File: src/rtl/a20rst_pkg.sv
package a20rst_pkg;

   typedef enum logic [1:0] {
      TMR_IDLE  = 2'd0,
      TMR_DELAY = 2'd1,
      TMR_PULSE = 2'd2
   } tmr_state_e;

   // Fixed value of the reserved read bits 7:2
   localparam logic [5:0] RSVD_BITS = 6'b001001;

   // Number of clock cycles covering at least ns_min nanoseconds
   function automatic int unsigned ns_to_cycles(input longint ns_min, input longint clk_khz);
      longint prod;
      prod = ns_min * clk_khz;
      return int'((prod + 64'd999_999) / 64'd1_000_000);
   endfunction

endpackage

File: src/rtl/a20rst_regfile.sv
module a20rst_regfile #(
   parameter int          ADDR_W    = 16,
   parameter logic [15:0] PORT_ADDR = 16'h0092
) (
   input  logic              clk,
   input  logic              rst_n,
   input  logic [ADDR_W-1:0] bus_addr,
   input  logic              bus_wr,
   input  logic              bus_rd,
   input  logic [7:0]        bus_wdata,
   input  logic              port_en,
   output logic [7:0]        bus_rdata,
   output logic              alt_a20,
   output logic              rst_req,
   output logic              arm
);
   import a20rst_pkg::*;

   localparam logic [ADDR_W-1:0] MY_ADDR = ADDR_W'(PORT_ADDR);

   logic hit, wr_hit;
   logic unused_wbits;

   assign hit          = (bus_addr == MY_ADDR) && port_en;
   assign wr_hit       = bus_wr && hit;
   assign unused_wbits = ^bus_wdata[7:2];

   always_ff @(posedge clk or negedge rst_n) begin
      if (!rst_n) begin
         alt_a20 <= 1'b0;
         rst_req <= 1'b0;
         arm     <= 1'b0;
      end else begin
         arm <= wr_hit && bus_wdata[0] && !rst_req;
         if (wr_hit) begin
            alt_a20 <= bus_wdata[1];
            rst_req <= bus_wdata[0];
         end
      end
   end

   always_comb begin
      bus_rdata = 8'h00;
      if (bus_rd && hit)
         bus_rdata = {RSVD_BITS, alt_a20, rst_req};
   end

   AST_ALT_A20_FOLLOWS_WRITE: assert property (@(posedge clk) disable iff (!rst_n)
      wr_hit |=> (alt_a20 == $past(bus_wdata[1])));
   AST_DISABLED_WRITE_IGNORED: assert property (@(posedge clk) disable iff (!rst_n)
      (bus_wr && !port_en) |=> ($stable(alt_a20) && $stable(rst_req) && !arm));
   AST_ARM_ONLY_ON_SET: assert property (@(posedge clk) disable iff (!rst_n)
      arm |-> (rst_req && !$past(rst_req)));

endmodule

File: src/rtl/a20rst_timer.sv
module a20rst_timer #(
   parameter int unsigned DLY_CYC = 462,
   parameter int unsigned WID_CYC = 198
) (
   input  logic clk,
   input  logic rst_n,
   input  logic arm,
   output logic alt_rst_n
);
   import a20rst_pkg::*;

   localparam int unsigned MAX_CYC = (DLY_CYC > WID_CYC) ? DLY_CYC : WID_CYC;
   localparam int          CNT_W   = $clog2(MAX_CYC + 1);
   localparam logic [CNT_W-1:0] DLY_LOAD = CNT_W'(DLY_CYC - 1);
   localparam logic [CNT_W-1:0] WID_LOAD = CNT_W'(WID_CYC - 1);

   tmr_state_e       state;
   logic [CNT_W-1:0] cnt;

   always_ff @(posedge clk or negedge rst_n) begin
      if (!rst_n) begin
         state <= TMR_IDLE;
         cnt   <= '0;
      end else begin
         unique case (state)
            TMR_IDLE: begin
               if (arm) begin
                  state <= TMR_DELAY;
                  cnt   <= DLY_LOAD;
               end
            end
            TMR_DELAY: begin
               if (cnt == '0) begin
                  state <= TMR_PULSE;
                  cnt   <= WID_LOAD;
               end else begin
                  cnt <= cnt - 1'b1;
               end
            end
            TMR_PULSE: begin
               if (cnt == '0) state <= TMR_IDLE;
               else           cnt   <= cnt - 1'b1;
            end
            default: begin
               state <= TMR_IDLE;
               cnt   <= '0;
            end
         endcase
      end
   end

   assign alt_rst_n = (state != TMR_PULSE);

   AST_ARM_STARTS_DELAY: assert property (@(posedge clk) disable iff (!rst_n)
      (state == TMR_IDLE && arm) |=> (state == TMR_DELAY));
   AST_PULSE_FROM_DELAY: assert property (@(posedge clk) disable iff (!rst_n)
      $fell(alt_rst_n) |-> ($past(state) == TMR_DELAY));
   AST_PULSE_HOLDS: assert property (@(posedge clk) disable iff (!rst_n)
      (state == TMR_PULSE && cnt != '0) |=> (state == TMR_PULSE));
   AST_DELAY_NOT_RESTARTED: assert property (@(posedge clk) disable iff (!rst_n)
      (state == TMR_DELAY && cnt != '0) |=> (state == TMR_DELAY && cnt == $past(cnt) - 1'b1));

endmodule

File: src/rtl/a20rst_outmux.sv
module a20rst_outmux #(
   parameter bit REG_OUT = 1'b0
) (
   input  logic clk,
   input  logic rst_n,
   input  logic port_en,
   input  logic out_pol,
   input  logic kbc_a20,
   input  logic alt_a20,
   input  logic kbc_rst_n,
   input  logic alt_rst_n,
   output logic a20_out,
   output logic cpu_rst_out
);
   logic a20_c, rst_act_n, rst_c;

   assign a20_c     = kbc_a20 | (port_en & alt_a20);
   assign rst_act_n = kbc_rst_n & (alt_rst_n | ~port_en);
   assign rst_c     = out_pol ? ~rst_act_n : rst_act_n;

   generate
      if (REG_OUT) begin : g_reg
         always_ff @(posedge clk or negedge rst_n) begin
            if (!rst_n) begin
               a20_out     <= 1'b0;
               cpu_rst_out <= ~out_pol;
            end else begin
               a20_out     <= a20_c;
               cpu_rst_out <= rst_c;
            end
         end
      end else begin : g_comb
         assign a20_out     = a20_c;
         assign cpu_rst_out = rst_c;

         AST_KBC_RESET_PASSES: assert property (@(posedge clk) disable iff (!rst_n)
            !kbc_rst_n |-> (cpu_rst_out == out_pol));
         AST_A20_KBC_PASSES: assert property (@(posedge clk) disable iff (!rst_n)
            kbc_a20 |-> a20_out);
      end
   endgenerate

endmodule

File: src/rtl/fast_a20_reset_port.sv
module fast_a20_reset_port #(
   parameter int          ADDR_W    = 16,
   parameter logic [15:0] PORT_ADDR = 16'h0092,
   parameter int          CLK_KHZ   = 33000,
   parameter int          DELAY_NS  = 14000,
   parameter int          WIDTH_NS  = 6000,
   parameter bit          REG_OUT   = 1'b0
) (
   input  logic              clk,
   input  logic              rst_n,
   input  logic [ADDR_W-1:0] bus_addr,
   input  logic              bus_wr,
   input  logic              bus_rd,
   input  logic [7:0]        bus_wdata,
   output logic [7:0]        bus_rdata,
   input  logic              port_en,
   input  logic              out_pol,
   input  logic              kbc_a20,
   input  logic              kbc_rst_n,
   output logic              a20_out,
   output logic              cpu_rst_out
);
   import a20rst_pkg::*;

   localparam int unsigned DLY_CYC = ns_to_cycles(longint'(DELAY_NS), longint'(CLK_KHZ));
   localparam int unsigned WID_CYC = ns_to_cycles(longint'(WIDTH_NS), longint'(CLK_KHZ));

   generate
      if (ADDR_W < 8 || ADDR_W > 16) begin : g_bad_addr_w
         $error("ADDR_W must lie in 8..16");
      end
      if (CLK_KHZ < 1) begin : g_bad_clk
         $error("CLK_KHZ must be positive");
      end
      if (DLY_CYC < 1 || WID_CYC < 1) begin : g_bad_times
         $error("delay and width must each cover at least one cycle");
      end
   endgenerate

   logic alt_a20, rst_req, arm, alt_rst_n;

   a20rst_regfile #(
      .ADDR_W    (ADDR_W),
      .PORT_ADDR (PORT_ADDR)
   ) u_regs (
      .clk       (clk),
      .rst_n     (rst_n),
      .bus_addr  (bus_addr),
      .bus_wr    (bus_wr),
      .bus_rd    (bus_rd),
      .bus_wdata (bus_wdata),
      .port_en   (port_en),
      .bus_rdata (bus_rdata),
      .alt_a20   (alt_a20),
      .rst_req   (rst_req),
      .arm       (arm)
   );

   a20rst_timer #(
      .DLY_CYC (DLY_CYC),
      .WID_CYC (WID_CYC)
   ) u_timer (
      .clk       (clk),
      .rst_n     (rst_n),
      .arm       (arm),
      .alt_rst_n (alt_rst_n)
   );

   a20rst_outmux #(
      .REG_OUT (REG_OUT)
   ) u_out (
      .clk         (clk),
      .rst_n       (rst_n),
      .port_en     (port_en),
      .out_pol     (out_pol),
      .kbc_a20     (kbc_a20),
      .alt_a20     (alt_a20),
      .kbc_rst_n   (kbc_rst_n),
      .alt_rst_n   (alt_rst_n),
      .a20_out     (a20_out),
      .cpu_rst_out (cpu_rst_out)
   );

   AST_REQ_CLEARED_AFTER_RESET: assert property (@(posedge clk) disable iff (!rst_n)
      $rose(rst_n) |-> !rst_req);
   AST_DISABLED_READ_ZERO: assert property (@(posedge clk) disable iff (!rst_n)
      (!port_en) |-> (bus_rdata == 8'h00));

endmodule

File: config.mk
export PLATFORM = sky130hd
export DESIGN_NAME = fast_a20_reset_port
export DESIGN_NICKNAME = d
export VERILOG_FILES = /design/src/rtl/a20rst_pkg.sv /design/src/rtl/a20rst_regfile.sv /design/src/rtl/a20rst_timer.sv /design/src/rtl/a20rst_outmux.sv /design/src/rtl/fast_a20_reset_port.sv
export SDC_FILE = /design/constraint.sdc
export NUM_CORES = 1
export LEC_CHECK = 0
export CORE_MARGIN = 5
export CORE_UTILIZATION = 46
export DETAILED_ROUTE_END_ITERATION = 7
export PLACE_DENSITY = 0.84
export SETUP_SLACK_MARGIN = 0.4
export SYNTH_ARGS = -nofsm -noshare
export SYNTH_HDL_FRONTEND = slang
export SYNTH_SLANG_ARGS = --single-unit
export TNS_END_PERCENT = 100
File: constraint.sdc
create_clock -name clk -period 6.05 [get_ports clk]
set_clock_uncertainty 0.1 [all_clocks]
set_input_delay 1.21 -clock clk [delete_from_list [all_inputs] [get_ports clk]]
set_output_delay 1.21 -clock clk [all_outputs]
set_load 0.02 [all_outputs]
==> summary.md, run 1 <==
| Metric | Value |
|---|---|
| Run status | `complete, no violations` |
| DR vias/cell | `6.06` |
| Initial DRT Pass Iterations | `4` |
| FP Rows | `17` |
| Post-Syn Area | `1050 um^2` |
| Worst vdd ir | `0.0000926 V` |
| Yosys warns | `0` |
| TritonCTS clock tree | `yes` |
| Yosys reg bits | `14` |
| Crit path kind | `input pin to output port` |
| Number of max-cap violations | `0` |
| Crit share post-route | `79.5%` |
| Wire per inst | `15.4 um` |
| Final Max Slew Viols | `0` |
| CTS buffer count | `3` |
| Root buffer cell | `clkbuf_4` |
| Iter 0 DRT Violations | `24` |
| Die height | `57.8 um` |
| Setup TNS | `0 ps` |
| Final min period | `4810 ps` |
| H-tree depth | `1` |
| Clock Path Buffers | `2` |
| Setup-failing EPs final | `0` |
| Sequential share of the synthesized area | `33.4%` |
| Die Wd | `57.8 um` |
| Diode count | `0` |
| PortBufs | `31` |
| Worst Path Arrival | `3500 ps` |
| Syn Area/Cell | `8.82 um^2` |
| Number of remaining DRC errors | `0` |
| Sink Count | `14` |
| First-pass GRT wire length | `4420 um` |
| Ports | `42` |
| Initial Utilization | `47.9%` |
| GRT Overall Usage | `16.7%` |
| Dpl cells | `169` |
| Detail Route Antenna Nets | `0` |
| Critical Path Fanout Max | `4` |
| Tightest Pin Transition | `652 ps` |
| Sw Ratio | `23.4%` |
| Final Hold Viols | `0` |
| DP Wirelength | `2080 um` |
| RePlAce Congestion | `0.883` |
| Main synth FF type | `dfrtp_1` |
| Setup Fix Bufs, Post-CTS | `0` |
| Int Pwr | `0.000150 W` |
| WP data required | `4740 ps` |
| Static Leak | `0.572 nW` |
| Share of cells above drive strength 1 | `6.21%` |
| Post-CTS Hold Buffers | `0` |
| Post-CTS Resized | `0` |
| Die area | `3340 um^2` |
| Unique cell type count in the Yosys netlist | `53` |
| PwrDens | `142 nW/um^2` |
| Fin nets | `180` |
| Post-synth EDFFs | `0` |
| Core Util, Final | `62.8%` |
| Later-pin clock latency in the skew report | `290 ps` |
| Peak Freq | `208 MHz` |
| Number of global-route vias before repair | `1046` |
| Asr flop ratio synth | `100%` |
| CP Launch Type | `input pin` |
| Fin cells | `173` |
| Logic gate share of total power | `16.3%` |
| Synth Instances | `119` |
| Final WL | `2670 um` |
| Worst Hold Class | `flip-flop to flip-flop` |
| P_sw | `0.0000457 W` |
| Core area | `2190 um^2` |
| Via count | `1049` |
| Largest net degree at the start of global routing | `16` |
| Grt ovf | `0` |
| CP Capture Type | `output port` |
| Slew margin rel. | `56.4%` |
| Area growth from synthesis to layout | `31.0%` |
| Sequential share of power | `48.2%` |
| Fill cells | `199` |
| Clock share of power | `35.5%` |
| RSZ-0062 raised after global routing | `no` |
| Initial antenna violation count | `0` |
| Clk slew on worst S/H paths | `90 ps` |
## area by class of cell
| type | instances | area, um^2 | area share [%] |
|---|---|---|---|
| sequential | 14 | 350 | 25.5 |
| tap | 28 | 35.0 | 2.55 |
| multi-input combinational | 89 | 617 | 44.9 |
| inverter | 7 | 26.3 | 1.91 |
| clock buffer | 4 | 36.3 | 2.64 |
| timing repair buffer | 31 | 310 | 22.6 |
## cell usage in the layout, fill, tap and decap left out, drive strengths merged, types with 3 or more instances in the layout
master / count
nand3: 3
or4: 3
nor2: 7
dfrtp: 14
a21oi: 7
o221a: 3
nand2: 7
conb: 4
o21ai: 8
inv: 7
xnor2: 3
clkbuf: 4
and2: 3
clkdlybuf4s50: 31
o311ai: 3
## cells by family (layout without fill, tap and decap cells)
kind of cell,after synthesis,count (layout),synth area share (%)
AO/OA/AOI/OAI,37,37,26.0
XOR/XNOR,3,3,2.50
adder cells (fa/ha/maj),3,3,3.46
buffers and inverters,19,42,8.94
flip-flops,14,14,33.4
multiplexers,2,2,2.15
other,1,4,0.357
AND/OR/NAND/NOR,40,40,23.2
## worst paths after layout
check	start	to	slack [ps]	depth (start not counted)
min in group asynchronous	rst_n	u_timer.cnt[8]	1220	1
min	u_regs.rst_req	u_regs.arm	350	1
max	bus_addr[3]	bus_rdata[0]	1240	6
max in group asynchronous	rst_n	u_timer.cnt[3]	4220	1
min reg2reg	u_regs.rst_req	u_regs.arm	350	1
max reg2reg	u_timer.cnt[1]	u_timer.cnt[0]	3780	6
## metrics by stage
step	cell area, um^2	power [W]	hold WS [ps]	setup WS, ps
finish	1380	0.000196	353	1240
CTS	1380	0.000197	354	1210
global placement	1340	0.000128	341	1270
detailed placement	1340	0.000128	343	1220
floorplan	1060	0.000109	317	2150
global route	1380	0.000204	376	1140
## cell usage after synthesis (3+ instances only)
cell type	instances	area, um^2
a21oi_1	6	30.0
nor2_1	7	26.3
xnor2_1	3	26.3
nand3_1	3	15.0
inv_1	7	26.3
o21ai_0	7	35.0
o311ai_1	3	26.3
dfrtp_1	14	350
or4_1	3	22.5
buf_4	5	37.5
clkbuf_1	4	15.0
nand2_1	7	26.3
## worst max-delay path, cell delays in order
cell and delay, ps:
clkdlybuf4s50_1 390, or4b_1 510, nor3b_1 330, and4_1 300
and2_1 140, clkdlybuf4s50_1 610
## per-layer routing
layer / global-route usage, % / wire length [um]
met5: 0 / 0
met4: 5.63 / 33
met3: 5.79 / 248
met2: 28.4 / 1260
met1: 19.4 / 1130
## registers in the layout, indices dropped and copies added (netlist names)
name and cells:
u_timer.cnt 9, u_timer.state 2, u_regs.alt_a20 1, u_regs.arm 1
u_regs.rst_req 1
## power by group through the flow
stage | registers, W | clock network [W] | logic, W
6_report | 0.0000943 | 0.0000694 | 0.0000319
2_1_floorplan | 0.0000960 | 0 | 0.0000128
4_1_cts | 0.0000942 | 0.0000706 | 0.0000322
5_1_grt | 0.0000943 | 0.0000755 | 0.0000346
3_3_place_gp | 0.0000961 | 0 | 0.0000314
3_5_place_dp | 0.0000961 | 0 | 0.0000321
Power figures use the tool's default switching activity.
==> run 2: changes to the inputs <==
--- a/config.mk
+++ b/config.mk
@@ -6,9 +6,9 @@
 export NUM_CORES = 1
 export LEC_CHECK = 0
 export CORE_MARGIN = 5
-export CORE_UTILIZATION = 46
+export CORE_UTILIZATION = 43
 export DETAILED_ROUTE_END_ITERATION = 7
-export PLACE_DENSITY = 0.84
+export PLACE_DENSITY = 0.8
 export SETUP_SLACK_MARGIN = 0.4
 export SYNTH_ARGS = -nofsm -noshare
 export SYNTH_HDL_FRONTEND = slang
==> constraint.sdc (replaced) <==
create_clock -name clk -period 4.9 [get_ports clk]
set_clock_uncertainty 0.1 [all_clocks]
set_input_delay 0.98 -clock clk [delete_from_list [all_inputs] [get_ports clk]]
set_output_delay 0.98 -clock clk [all_outputs]
set_load 0.02 [all_outputs]
==> run 2 against run 1 <==
Combinational power rose by 24%. Routed wire length rose by 2.3%. Worst hold slack improved by 15 ps. Setup slack got worse by 610 ps. First-iteration DRC count rose by 130%. Power rose by 24%. Register-to-register slack got worse by 1100 ps. Flip-flop and latch count did not move. Critical endpoint unchanged.
==> summary.md, run 2 (synthesis results as in run 1) <==
| Metric | Value |
|---|---|
| Grt met1 use | `18.7% (-0.70 points)` |
| Critical Path Fanout Max | `4 (unchanged)` |
| Number of flip-flops in the largest register | `9 (unchanged)` |
| Met2 GRT Util | `28.5% (+0.16 points)` |
| Worst Path Arrival | `3190 ps (-310 ps)` |
| Core area | `2410 um^2 (+10%)` |
| Setup TNS | `0 ps (unchanged)` |
| Number of global-route vias before repair | `1058 (+1.1%)` |
| Fin nets | `180 (unchanged)` |
| Die Wd | `59.4 um (+2.8%)` |
| Most common cell after layout, fill and taps aside | `clkdlybuf4s50_1` |
| DP Worst Slack | `621 ps (-599 ps)` |
| Diode count | `0 (unchanged)` |
| Final WL | `2730 um (+2.3%)` |
| Slew margin rel. | `57.6% (+1.2 points)` |
| Tightest Pin Transition | `634 ps (-18.0 ps)` |
| WP buf/inv | `2 (unchanged)` |
| Number of remaining DRC errors | `0 (unchanged)` |
| Share of cells above drive strength 1 | `6.21% (unchanged)` |
| Worst R2R Setup Slack | `2660 ps (-1120 ps)` |
| Detail Route Antenna Nets | `0 (unchanged)` |
| Critical Path, Cell by Cell | `clkdlybuf4s50_1 > or4b_1 > nor3b_1 > and4_1 > and2_1 > clkdlybuf4s50_1` |
| Final Max Slew Viols | `0 (unchanged)` |
| GRT met3 Usage | `6.32% (+0.53 points)` |
| Via count | `1055 (+0.57%)` |
| Static Leak | `0.572 nW (unchanged)` |
| Largest regs | `u_timer.cnt (9), u_timer.state (2)` |
| Min Hold Slack | `368 ps (+14.9 ps)` |
| RSZ-0062 raised after global routing | `no` |
| Run status | `complete, no violations` |
| TritonCTS clock tree | `yes` |
| Area growth from synthesis to layout | `31.2%` |
| Final Hold Viols | `0 (unchanged)` |
| First-pass GRT wire length | `4550 um (+2.8%)` |
| Wire per inst | `15.6 um (+1.2%)` |
| CP Capture Type | `output port` |
| CTS buffer count | `3 (unchanged)` |
| Crit share post-route | `87.1%` |
| Post-CTS Resized | `0 (unchanged)` |
| Peak Freq | `234 MHz` |
| H-tree depth | `1 (unchanged)` |
| Grt ovf | `0 (unchanged)` |
| Cell mode on critical path | `clkdlybuf4s50_1` |
| WP data required | `3820 ps (-920 ps)` |
| Ports | `42 (unchanged)` |
| Crit path from | `bus_addr[3]` |
| Crit path kind | `input pin to output port` |
| Iter 0 DRT Violations | `56 (+130%)` |
| Min-Delay Endpoint | `u_regs.arm` |
| GRT Overall Usage | `17.2% (+0.49 points)` |
| DP Wirelength | `2160 um (+3.7%)` |
| RePlAce Congestion | `0.836 (-5.3%)` |
| Final min period | `4270 ps` |
| CP max stage delay | `610 ps (about the same)` |
| Slowest-stage cell, CP | `clkdlybuf4s50_1` |
| Initial Utilization | `43.6% (-4.4 points)` |
| PortBufs | `31 (unchanged)` |
| Worst setup margin | `631 ps (-612 ps)` |
| Commonest non-fill, non-tap cells in the layout | `31 x clkdlybuf4s50_1, 14 x dfrtp_1` |
| HP Start | `u_regs.rst_req` |
| Largest net degree at the start of global routing | `16 (unchanged)` |
| Sink Count | `14 (unchanged)` |
| Initial antenna violation count | `0 (unchanged)` |
| Later-pin clock latency in the skew report | `280 ps (about the same)` |
| Die height | `59.4 um (+2.8%)` |
| FP Rows | `18 (+1)` |
| FF-to-FF Start | `u_timer.cnt[0]` |
| DR vias/cell | `6.03 (-0.58%)` |
| CP Launch Type | `input pin` |
| Hold Crit Depth | `1 (unchanged)` |
| Setup-failing EPs final | `0 (unchanged)` |
| Setup Fix Bufs, Post-CTS | `0 (unchanged)` |
| Global route hottest layer | `met2` |
| Clock Path Buffers | `2 (unchanged)` |
| Reg2Reg Depth | `6 (unchanged)` |
| Largest reg by FF count | `u_timer.cnt` |
| Post-CTS Hold Buffers | `0 (unchanged)` |
| Die area | `3530 um^2 (+5.8%)` |
| Root buffer cell | `clkbuf_4` |
| PwrDens | `176 nW/um^2 (+23%)` |
| Clk slew on worst S/H paths | `90 ps (about the same)` |
| Delay-heaviest family, CP | `simple AND/OR/NAND/NOR gates` |
| Number of max-cap violations | `0 (unchanged)` |
| Initial DRT Pass Iterations | `4 (unchanged)` |
| Reg-to-Reg End | `u_timer.cnt[0]` |
| Worst vdd ir | `0.0000946 V (+2.2%)` |
| Worst Hold Class | `flip-flop to flip-flop` |
## run 2: cell type report
class / count / area [um^2]
fillers: 215 / 1030
multi-input cells: 89 / 617
flip-flops and latches: 14 / 350
repair buffers: 31 / 310
well taps: 30 / 37.5
clock buffers: 4 / 36.3
inverters: 7 / 26.3
## run 2: stage by stage
stage | power (W) | area (um^2) | utilization [%] | cells
floorplan | 0.000134 | 1060 | - | 122
global placement | 0.000157 | 1340 | 55.7 | 171
detailed placement | 0.000158 | 1340 | 55.7 | 171
CTS | 0.000245 | 1380 | 57.2 | 175
global route | 0.000254 | 1380 | 57.2 | 175
finish | 0.000242 | 1380 | 57.2 | 175
## run 2: where the power goes
group	internal, W	switching, W	total [W]
Clock	0.0000453	0.0000409	0.0000861
Sequential	0.000116	0.000000577	0.000116
Combinational	0.0000239	0.0000155	0.0000394
## run 2: worst max path at each step
stage | cells after the start | slack [ps] | to
after floorplan | 4 | 1460 | bus_rdata[0]
after global placement | 6 | 650 | bus_rdata[0]
after detailed placement | 6 | 620 | bus_rdata[0]
after CTS | 6 | 610 | bus_rdata[0]
after global routing | 6 | 460 | bus_rdata[0]
final | 6 | 630 | bus_rdata[0]
## run 2: per-layer routing
| layer | up-vias | share of wire (%) |
|---|---|---|
| li1 | 497 | - |
| met1 | 488 | 39 |
| met2 | 60 | 49 |
| met3 | 10 | 10 |
| met4 | 0 | 2.2 |
| met5 | - | 0 |
==> run 3: changes to the inputs <==
==> constraint.sdc (replaced) <==
create_clock -name clk -period 4.9 [get_ports clk]
set_clock_uncertainty 0.1 [all_clocks]
set_input_delay 0.98 -clock clk [delete_from_list [all_inputs] [get_ports clk]]
set_output_delay 0.98 -clock clk [all_outputs]
set_load 0.05 [all_outputs]
==> run 3 against run 2 <==
Critical path depth fell by 1. Setup slack worse by 70 ps. Non-clock buffer count is the same. Count of clock-buffer cells in the layout stayed put. Final cell count stayed put. Clock power rose by 0.5%. Combinational power grew 18%. Power up 3.0%. Core utilization is 0.21 points higher. Cell area rose by 0.36%. Critical path type unchanged. Largest power group unchanged. Highest routed layer unchanged.
==> summary.md, run 3 (synthesis results as in run 1) <==
| Metric | Value |
|---|---|
| Detail Route Antenna Nets | `0 (unchanged)` |
| Hold Crit Depth | `1 (unchanged)` |
| CTS buffer count | `3 (unchanged)` |
| Final min period | `4340 ps (+70.0 ps)` |
| Final WL | `2740 um (+0.29%)` |
| Peak Freq | `230 MHz (-1.6%)` |
| Worst Hold Class | `flip-flop to flip-flop` |
| WP data required | `3820 ps (about the same)` |
| Largest regs | `u_timer.cnt (9), u_timer.state (2)` |
| Cell mode on critical path | `clkdlybuf4s50_1` |
| Final Max Slew Viols | `0 (unchanged)` |
| P_sw | `0.0000643 W (+13%)` |
| FF-to-FF Start | `u_timer.cnt[0]` |
| Crit path kind | `input pin to output port` |
| Initial DRT Pass Iterations | `4 (unchanged)` |
| Setup Fix Bufs, Post-CTS | `0 (unchanged)` |
| DP Wirelength | `2150 um (-0.16%)` |
| Worst Path Arrival | `3260 ps (+70 ps)` |
| Sw Ratio | `25.8% (+2.3 points)` |
| Via count | `1066 (+1.0%)` |
| Sink Count | `14 (unchanged)` |
| Number of flip-flops in the largest register | `9 (unchanged)` |
| Die height | `59.4 um (unchanged)` |
| H-tree depth | `1 (unchanged)` |
| Fin nets | `180 (unchanged)` |
| Initial Utilization | `43.6% (unchanged)` |
| Commonest non-fill, non-tap cells in the layout | `29 x clkdlybuf4s50_1, 14 x dfrtp_1` |
| GRT Overall Usage | `17.1% (-0.022 points)` |
| Post-Layout Inst Area | `1380 um^2 (+0.36%)` |
| Later-pin clock latency in the skew report | `280 ps (about the same)` |
| Setup TNS | `0 ps (unchanged)` |
| RePlAce Congestion | `0.837 (about the same)` |
| Run status | `complete, no violations` |
| Most common cell after layout, fill and taps aside | `clkdlybuf4s50_1` |
| Tightest Pin Transition | `650 ps (+15.8 ps)` |
| Crit share post-route | `88.6% (+1.4 points)` |
| Reg2Reg Depth | `6 (unchanged)` |
| Root buffer cell | `clkbuf_4` |
| Worst R2R Setup Slack | `2650 ps (about the same)` |
| Critical Path, Cell by Cell | `clkdlybuf4s50_1 > or4b_1 > nor3b_1 > and4_1 > clkdlybuf4s50_1` |
| RSZ-0062 raised after global routing | `no` |
| Die area | `3530 um^2 (unchanged)` |
| Reg-to-Reg End | `u_timer.cnt[0]` |
| Global route hottest layer | `met2` |
| Clock share of power | `34.7% (-0.9 points)` |
| Number of remaining DRC errors | `0 (unchanged)` |
| Ports | `42 (unchanged)` |
| GRT met3 Usage | `6.10% (-0.22 points)` |
| First-pass GRT wire length | `4640 um (+2.0%)` |
| TritonCTS clock tree | `yes` |
| Core Util, Final | `57.4% (+0.21 points)` |
| Logic gate share of total power | `18.6% (+2.3 points)` |
| Wire per inst | `15.7 um (+0.29%)` |
| Worst vdd ir | `0.000108 V (+15%)` |
| Area of placed instances | `1340 um^2 (unchanged)` |
| FP Rows | `18 (unchanged)` |
| Clk slew on worst S/H paths | `90 ps (about the same)` |
| DR vias/cell | `6.09 (+1.0%)` |
| Sequential share of power | `46.7% (-1.4 points)` |
| Iter 0 DRT Violations | `50 (-11%)` |
| CP Capture Type | `output port` |
| Area growth from synthesis to layout | `31.7%` |
| Die Wd | `59.4 um (unchanged)` |
| Min-Delay Endpoint | `u_regs.arm` |
| Critical Path Fanout Max | `4 (unchanged)` |
| Number of global-route vias before repair | `1057 (-0.095%)` |
| Static Leak | `0.609 nW (+6.6%)` |
| Share of cells above drive strength 1 | `6.21% (unchanged)` |
| Diode count | `0 (unchanged)` |
| Post-CTS Hold Buffers | `0 (unchanged)` |
| Grt ovf | `0 (unchanged)` |
| CP Launch Type | `input pin` |
| PortBufs | `31 (unchanged)` |
| Clock Path Buffers | `2 (unchanged)` |
| Core area | `2410 um^2 (unchanged)` |
| Final Hold Viols | `0 (unchanged)` |
| Largest reg by FF count | `u_timer.cnt` |
| CP max stage delay | `820 ps (+210 ps)` |
| Slowest-stage cell, CP | `clkdlybuf4s50_1` |
| PwrDens | `180 nW/um^2 (+2.7%)` |
| Slew margin rel. | `56.5% (-1.1 points)` |
| Grt met1 use | `20.1% (+1.4 points)` |
| HP Start | `u_regs.rst_req` |
| Setup-failing EPs final | `0 (unchanged)` |
| Int Pwr | `0.000185 W (about the same)` |
| Largest net degree at the start of global routing | `16 (unchanged)` |
| Initial antenna violation count | `0 (unchanged)` |
| Met2 GRT Util | `28.1% (-0.47 points)` |
| Number of max-cap violations | `0 (unchanged)` |
[run 3: per-stage QoR]
stage | hold slack [ps] | std cells | total power, W | worst slack, ps
floorplan | 317 | 122 | 0.000141 | 1040
global placement | 340 | 171 | 0.000164 | 448
detailed placement | 355 | 171 | 0.000165 | 421
CTS | 369 | 175 | 0.000250 | 412
global route | 403 | 175 | 0.000259 | 427
finish | 364 | 175 | 0.000249 | 561
[run 3: what timing repair did]
action,CTS,global route
hold endpoints to repair,0,0
resized for setup,0,2
setup endpoints to repair,0,2
[run 3: critical path: cells and delay by family]
kind	cells	cell delay, ps
buf+inv	2	1210
simple gates	3	1070
[run 3: power by group through the flow]
stage          registers (W)  logic [W]  clock network, W
2_1_floorplan       0.000119  0.0000228                 0
3_3_place_gp        0.000119  0.0000457                 0
3_5_place_dp        0.000119  0.0000465                 0
4_1_cts             0.000116  0.0000467         0.0000867
5_1_grt             0.000116  0.0000495         0.0000930
6_report            0.000116  0.0000464         0.0000865
[run 3: how the worst max path moves through the flow]
stage                     start      endpoint
global placement    bus_addr[3]  bus_rdata[0]
detailed placement  bus_addr[3]  bus_rdata[0]
finish              bus_addr[3]  bus_rdata[5]
global route        bus_addr[3]  bus_rdata[5]
floorplan           bus_addr[3]  bus_rdata[0]
CTS                 bus_addr[3]  bus_rdata[0]
[run 3: routing by layer]
layer | vias up | part of all wire (%)
li1 | 495 | -
met1 | 503 | 39
met4 | 0 | 2.4
met3 | 9 | 9.9
met5 | - | 0
met2 | 59 | 48
[run 3: area by class of cell]
| type | count | area, um^2 |
|---|---|---|
| inverters | 7 | 26.3 |
| repair buffers | 31 | 315 |
| clock buffers | 4 | 36.3 |
| flip-flops and latches | 14 | 350 |
| well taps | 30 | 37.5 |
| multi-input cells | 89 | 617 |
| fillers | 210 | 1030 |
